<file path="config.mk">
export PLATFORM = sky130hd
export DESIGN_NAME = tft_timing_gen
export DESIGN_NICKNAME = d
export VERILOG_FILES = /design/src/rtl/tft_timing_pkg.sv /design/src/rtl/tft_clk_div.sv /design/src/rtl/tft_axis_cnt.sv /design/src/rtl/tft_timing_gen.sv
export SDC_FILE = /design/constraint.sdc
export NUM_CORES = 1
export LEC_CHECK = 0
export BUFFER_PORTS_ARGS = -buffer_cell sky130_fd_sc_hd__buf_2
export CAP_MARGIN = 20
export CORE_UTILIZATION = 25
export CTS_CLUSTER_DIAMETER = 60
export DETAILED_ROUTE_END_ITERATION = 10
export PLACE_DENSITY = 0.47
export RECOVER_POWER = 100
export SLEW_MARGIN = 10
export SYNTH_ARGS = -nofsm -noshare
export SYNTH_HDL_FRONTEND = slang
export SYNTH_SLANG_ARGS = --single-unit
</file>
<file path="constraint.sdc">
create_clock -name clk_i -period 7.25 [get_ports clk_i]
set_clock_uncertainty 0.05 [all_clocks]
set_input_delay 0.3625 -clock clk_i [delete_from_list [all_inputs] [get_ports clk_i]]
set_output_delay 0.3625 -clock clk_i [all_outputs]
set_load 0.005 [all_outputs]
</file>
<file path="src/rtl/tft_timing_pkg.sv">
package tft_timing_pkg;
  localparam int unsigned CTRL_W      = 5;
  localparam int unsigned CTRL_RUN    = 0;
  localparam int unsigned CTRL_INV_H  = 1;
  localparam int unsigned CTRL_INV_V  = 2;
  localparam int unsigned CTRL_INV_DE = 3;
  localparam int unsigned CTRL_RISE   = 4;

  typedef struct packed {
    logic rise;
    logic inv_de;
    logic inv_v;
    logic inv_h;
  } pol_t;
endpackage

</file>
<file path="src/rtl/tft_clk_div.sv">
module tft_clk_div #(
  parameter int unsigned DIV_W = 8
) (
  input  logic             clk_i,
  input  logic             rst_ni,
  input  logic             run_i,
  input  logic [DIV_W-1:0] div_i,
  output logic             stb_o,
  output logic             phase_hi_o
);
  localparam int unsigned CW = DIV_W + 1;

  logic [CW-1:0] cnt_q;
  logic [CW-1:0] last;

  assign last       = {div_i, 1'b1};  // 2*(D+1)-1
  assign stb_o      = run_i && (cnt_q == last);
  assign phase_hi_o = cnt_q <= {1'b0, div_i};

  always_ff @(posedge clk_i or negedge rst_ni) begin
    if (!rst_ni)     cnt_q <= '0;
    else if (!run_i) cnt_q <= '0;
    else if (stb_o)  cnt_q <= '0;
    else             cnt_q <= cnt_q + 1'b1;
  end

  a_r1_div_bound: assert property (@(posedge clk_i) disable iff (!rst_ni)
    cnt_q <= last);
  a_r1_stb_gap: assert property (@(posedge clk_i) disable iff (!rst_ni)
    stb_o |=> !stb_o);
endmodule

</file>
<file path="src/rtl/tft_axis_cnt.sv">
module tft_axis_cnt #(
  parameter int unsigned W = 10
) (
  input  logic         clk_i,
  input  logic         rst_ni,
  input  logic         run_i,
  input  logic         step_i,
  input  logic [W-1:0] sync_len_i,
  input  logic [W-1:0] back_len_i,
  input  logic [W-1:0] act_len_i,
  input  logic [W-1:0] front_len_i,
  output logic         wrap_o,
  output logic         sync_o,
  output logic         act_o,
  output logic [W-1:0] pos_o
);
  localparam int unsigned CW = W + 2;

  logic [CW-1:0] cnt_q;
  logic [CW-1:0] sync_end, act_beg, act_end, last;

  assign sync_end = CW'(sync_len_i);
  assign act_beg  = sync_end + CW'(back_len_i) + CW'(2);
  assign act_end  = act_beg + CW'(act_len_i);
  assign last     = act_end + CW'(front_len_i) + CW'(1);

  assign wrap_o = run_i && step_i && (cnt_q == last);
  assign sync_o = cnt_q <= sync_end;
  assign act_o  = (cnt_q >= act_beg) && (cnt_q <= act_end);
  assign pos_o  = W'(cnt_q - act_beg);

  always_ff @(posedge clk_i or negedge rst_ni) begin
    if (!rst_ni)      cnt_q <= '0;
    else if (!run_i)  cnt_q <= '0;
    else if (wrap_o)  cnt_q <= '0;
    else if (step_i)  cnt_q <= cnt_q + 1'b1;
  end

  a_r3_cnt_bound: assert property (@(posedge clk_i) disable iff (!rst_ni)
    cnt_q <= last);
  a_r7_cnt_idle: assert property (@(posedge clk_i) disable iff (!rst_ni)
    !run_i |=> (cnt_q == '0));
endmodule

</file>
<file path="src/rtl/tft_timing_gen.sv">
module tft_timing_gen
  import tft_timing_pkg::*;
#(
  parameter int unsigned DIV_W = 8,
  parameter int unsigned H_W   = 10,
  parameter int unsigned V_W   = 10
) (
  input  logic              clk_i,
  input  logic              rst_ni,
  input  logic [CTRL_W-1:0] ctrl_i,
  input  logic [DIV_W-1:0]  clk_div_i,
  input  logic [H_W-1:0]    h_sync_i,
  input  logic [H_W-1:0]    h_back_i,
  input  logic [H_W-1:0]    h_act_i,
  input  logic [H_W-1:0]    h_front_i,
  input  logic [V_W-1:0]    v_sync_i,
  input  logic [V_W-1:0]    v_back_i,
  input  logic [V_W-1:0]    v_act_i,
  input  logic [V_W-1:0]    v_front_i,
  output logic              pix_stb_o,
  output logic              pix_clk_o,
  output logic              hsync_o,
  output logic              vsync_o,
  output logic              den_o,
  output logic [H_W-1:0]    x_o,
  output logic [V_W-1:0]    y_o,
  output logic              line_start_o,
  output logic              frame_start_o
);
  typedef struct packed {
    pol_t             pol;
    logic [DIV_W-1:0] div;
    logic [H_W-1:0]   hs, hb, ha, hf;
    logic [V_W-1:0]   vs, vb, va, vf;
  } cfg_t;

  cfg_t           cfg_q, cfg_in;
  logic           run_q, fs_q, ls_q;
  logic           stb, phase_hi;
  logic           h_wrap, h_sync, h_act;
  logic           v_wrap, v_sync, v_act;
  logic [H_W-1:0] h_pos;
  logic [V_W-1:0] v_pos;
  logic           den_act;

  assign cfg_in.pol.rise   = ctrl_i[CTRL_RISE];
  assign cfg_in.pol.inv_de = ctrl_i[CTRL_INV_DE];
  assign cfg_in.pol.inv_v  = ctrl_i[CTRL_INV_V];
  assign cfg_in.pol.inv_h  = ctrl_i[CTRL_INV_H];
  assign cfg_in.div = clk_div_i;
  assign cfg_in.hs  = h_sync_i;
  assign cfg_in.hb  = h_back_i;
  assign cfg_in.ha  = h_act_i;
  assign cfg_in.hf  = h_front_i;
  assign cfg_in.vs  = v_sync_i;
  assign cfg_in.vb  = v_back_i;
  assign cfg_in.va  = v_act_i;
  assign cfg_in.vf  = v_front_i;

  // shadow follows inputs while stopped, otherwise only at frame wrap
  always_ff @(posedge clk_i or negedge rst_ni) begin
    if (!rst_ni) begin
      run_q <= 1'b0;
      fs_q  <= 1'b0;
      ls_q  <= 1'b0;
      cfg_q <= '0;
    end else begin
      run_q <= ctrl_i[CTRL_RUN];
      fs_q  <= ctrl_i[CTRL_RUN] & (~run_q | v_wrap);
      ls_q  <= ctrl_i[CTRL_RUN] & (~run_q | h_wrap);
      if (!run_q || v_wrap) cfg_q <= cfg_in;
    end
  end

  tft_clk_div #(.DIV_W(DIV_W)) u_div (
    .clk_i, .rst_ni,
    .run_i      (run_q),
    .div_i      (cfg_q.div),
    .stb_o      (stb),
    .phase_hi_o (phase_hi)
  );

  tft_axis_cnt #(.W(H_W)) u_h (
    .clk_i, .rst_ni,
    .run_i       (run_q),
    .step_i      (stb),
    .sync_len_i  (cfg_q.hs),
    .back_len_i  (cfg_q.hb),
    .act_len_i   (cfg_q.ha),
    .front_len_i (cfg_q.hf),
    .wrap_o      (h_wrap),
    .sync_o      (h_sync),
    .act_o       (h_act),
    .pos_o       (h_pos)
  );

  tft_axis_cnt #(.W(V_W)) u_v (
    .clk_i, .rst_ni,
    .run_i       (run_q),
    .step_i      (h_wrap),
    .sync_len_i  (cfg_q.vs),
    .back_len_i  (cfg_q.vb),
    .act_len_i   (cfg_q.va),
    .front_len_i (cfg_q.vf),
    .wrap_o      (v_wrap),
    .sync_o      (v_sync),
    .act_o       (v_act),
    .pos_o       (v_pos)
  );

  assign den_act       = run_q & h_act & v_act;
  assign pix_stb_o     = stb;
  assign pix_clk_o     = run_q & (phase_hi ^ cfg_q.pol.rise);
  assign hsync_o       = (run_q & h_sync) ^ cfg_q.pol.inv_h;
  assign vsync_o       = (run_q & v_sync) ^ cfg_q.pol.inv_v;
  assign den_o         = den_act ^ cfg_q.pol.inv_de;
  assign x_o           = den_act ? h_pos : '0;
  assign y_o           = den_act ? v_pos : '0;
  assign line_start_o  = ls_q;
  assign frame_start_o = fs_q;

  a_r7_idle_quiet: assert property (@(posedge clk_i) disable iff (!rst_ni)
    !run_q |-> (!pix_stb_o && !line_start_o && !frame_start_o && x_o == '0 && y_o == '0));
  a_r8_cfg_hold: assert property (@(posedge clk_i) disable iff (!rst_ni)
    (run_q && !v_wrap) |=> $stable(cfg_q));
  a_r9_frame_is_line: assert property (@(posedge clk_i) disable iff (!rst_ni)
    frame_start_o |-> line_start_o);
  a_r9_fs_single: assert property (@(posedge clk_i) disable iff (!rst_ni)
    frame_start_o |=> !frame_start_o);
  a_r5_den_in_frame: assert property (@(posedge clk_i) disable iff (!rst_ni)
    (den_act && !v_sync) |-> !h_sync);
endmodule

</file>
==> results_dict.tcl <==
set metrics [dict create \
    status "complete, but fails checks" \
    violations "max-capacitance violations, max-slew violations" \
    tightest_slew_ps 3520 \
    cp.arrival_ps 6910 \
    worstSetupPathType "flip-flop to flip-flop" \
    synth_area_mm2 0.0113 \
    seq_area_frac_synth_pct 28.2 \
    tritoncts "built" \
    final_util_pct 28.9 \
    p_leak_nw 6.10 \
    ys.flop_type "dfrtp_1" \
    core_mm2 0.0445 \
    ys_top_cells_by_area "dfrtp_1 28%, ha_1 17%, mux2_4 11%, xnor2_1 4.9%, inv_1 4.1%" \
    hold_violations 0 \
    synth_nets 1409 \
    grt_usage_pct 13.8 \
    syn_area_per_cell_um2 9.87 \
    rows 77 \
    io_buffers 121 \
    dp_cells 1852 \
    grt_pass1_vias 8975 \
    p_total_mw 4.20 \
    synth_commonest_cells "157 x ha_1, 128 x dfrtp_1, 124 x inv_1, 81 x mux2_4, 70 x nor2_1" \
    synth_warnings 0 \
    die-width_um 215 \
    syn2layout_area_growth_pct 13.4 \
    drtAntennaViolNets 0 \
    h-tree-depth 4 \
    setup_ws_ps 632 \
    synthArstFlopShare_pct 100 \
    cts_resized 0 \
    routabilityCongestion 0.814 \
    vdd_drop_max_v 0.000174 \
    io_pins 122 \
    wirelength_um 30300 \
    grt_overflow_total 0 \
    drive_gt1_share_pct 13.8 \
    finalCritPeriodShare_pct 91.3 \
    synth_area_leader_cell "dfrtp_1" \
    initial_core_util_pct 25.5 \
    finalSetupViolCount 0 \
    hold_path_class "input port to flip-flop" \
    synth_top_area_share_pct 28.2 \
    fin_tns_setup_ps 0 \
    dp_slack_ps 713 \
    yosysMostFrequentCell "ha_1" \
    maxCapViolCount 2 \
    num_vias 8696 \
    drc 0 \
    critPathMostFrequentCell "ha_1" \
    drv_slew 131 \
    slowest_stage "or4_1" \
    power.density_mw_per_mm2 326 \
    die_area_mm2 0.0462 \
    dp_hpwl_um 24500 \
    clock-sinks 128 \
    slowest_delay_ps 520 \
    crit_path_end_kind "flip-flop" \
    cp_data_required_time_ps 7540 \
    grt_pass1_wl_um 48900 \
    netlist_instances 1149 \
    fp.dieH_um 215 \
    timing.fmax_mhz 151 \
    antenna_found_initial 4 \
    crit_chain "inv_1, ha_1, inv_1, ha_1, inv_1, fa_1, xnor2_1, ha_1, and3_1, a211o_1, or2_2, xor2_1, ha_1, nand3_1, o2111a_1, or4_1, and4b_1, a211o_1, mux2i_1, o211ai_1, o21ai_4, clkbuf_2, mux2_4" \
    crit_path_start_kind "flip-flop" \
    root_buffer "clkbuf_16" \
    final_cells 1889 \
    grt_start_max_net_pins 70 \
    worst-path-max-fanout 15 \
    synth_cell_types 72 \
    ys_ff_latch 128 \
    wl_per_cell_um 16.0 \
    clk_pin_slew_ps 60 \
    cts.path.max_buffers 2 \
    numCtsBuffers 17 \
    fin_crit_ps 6620 \
    grt_setup_unrepaired "no" \
    clkLatencyLatePin_ps 470 \
    synth_edf_count 0 \
    nNetsFinal 1542 \
    slew_headroom_pct -135 \
    vias_per_cell 4.60 \
    dr.pass1.iters 5 \
    drtIter0Drc 362 \
]
==> critical path, delay by kind of cell, from the launching register on <==
family	cells	cell delay (ps)
AOI/OAI and AO/OA	5	1570
xor gates and xnor gates	2	410
adders and majority gates	5	1500
buffers and inverters	4	720
DFF	1	370
muxes	2	520
and+or+nand+nor	5	1340
==> kinds of logic after synthesis <==
family / count (synthesis) / synth area share [%]
buffers and inverters: 143 / 6.13
DFF: 128 / 28.2
adders and majority gates: 165 / 18.7
AOI/OAI and AO/OA: 238 / 14.2
xor gates and xnor gates: 96 / 7.53
muxes: 94 / 12.0
and+or+nand+nor: 285 / 13.1
==> where the power goes <==
group | switching [mW] | internal (mW) | total, mW | leakage, nW
Clock | 0.358 | 0.476 | 0.834 | 0.264
Sequential | 0.0472 | 0.769 | 0.816 | 1.57
Combinational | 1.39 | 1.15 | 2.55 | 4.26
==> final timing paths <==
check	end	cells after the start	slack, ps	startpoint
worst max-delay path	cfg_q[82]$_DFFE_PN0P_	23	630	cfg_q[71]$_DFFE_PN0P_
worst min-delay path	cfg_q[5]$_DFFE_PN0P_	2	50	v_front_i[5]
worst max register to register	cfg_q[82]$_DFFE_PN0P_	23	630	cfg_q[71]$_DFFE_PN0P_
worst min register to register	cfg_q[21]$_DFFE_PN0P_	1	440	cfg_q[21]$_DFFE_PN0P_
max in group asynchronous	cfg_q[63]$_DFFE_PN0P_	3	2330	rst_ni
min in group asynchronous	cfg_q[85]$_DFFE_PN0P_	2	1600	rst_ni
==> layout by cell type (no fill, tap or decap), types with 5 or more instances in the layout <==
cell	n
nand2b_1	13
or3_1	10
fa_1	8
nand4_1	19
a21o_1	33
xnor2_1	63
mux2_1	64
nor2_1	70
mux2_4	17
o31ai_1	7
inv_1	124
clkbuf_16	17
nor2b_1	28
mux2_2	11
a21oi_1	54
nand3_1	28
o21ai_0	47
or2_2	5
o21a_1	29
xor2_1	32
a211o_1	7
and3_1	23
a21boi_0	8
nand2_1	36
nor3_1	27
buf_2	95
dfrtp_1	128
clkbuf_1	23
o211ai_1	9
ha_1	157
clkbuf_2	6
==> area by class of cell <==
cell class | instances | area [µm²]
clock buffer | 18 | 439
inverter | 125 | 469
multi-input combinational | 878 | 7210
antenna | 3 | 7.51
clock inverter | 13 | 115
fill | 4768 | 31600
timing repair buffer | 132 | 678
tap | 592 | 741
sequential | 128 | 3200
==> sequential cells by signal, indices dropped and copies added, names as in the netlist <==
name           flops
cfg_q             92
u_h.cnt_q         12
u_v.cnt_q         12
line_start_o       1
run_q              1
frame_start_o      1
u_div.cnt_q        9
==> timing repair <==
| item | 4_1_cts | 5_1_grt |
|---|---|---|
| endpoints found under the hold margin | 60 | 0 |
| setup buffers | 0 | 1 |
| setup endpoints to repair | 0 | 3 |
| hold buffers | 2 | 0 |
==> routing by layer <==
layer	wire [µm]	GRT usage (%)	vias to the layer above
met1	15100	18.5	4143
met4	481	4.49	2
li1	-	-	4374
met3	1290	3.48	33
met5	13	0	-
met2	13400	21.5	144
==> per-stage QoR <==
stage	instance area (µm²)	hold WS (ps)
2_1_floorplan	11300	16.9
5_1_grt	12900	36.8
4_1_cts	13100	16.0
3_5_place_dp	12600	349
6_report	12900	53.8
3_3_place_gp	12600	345
Note: power is estimated with default switching activity, not from simulation.
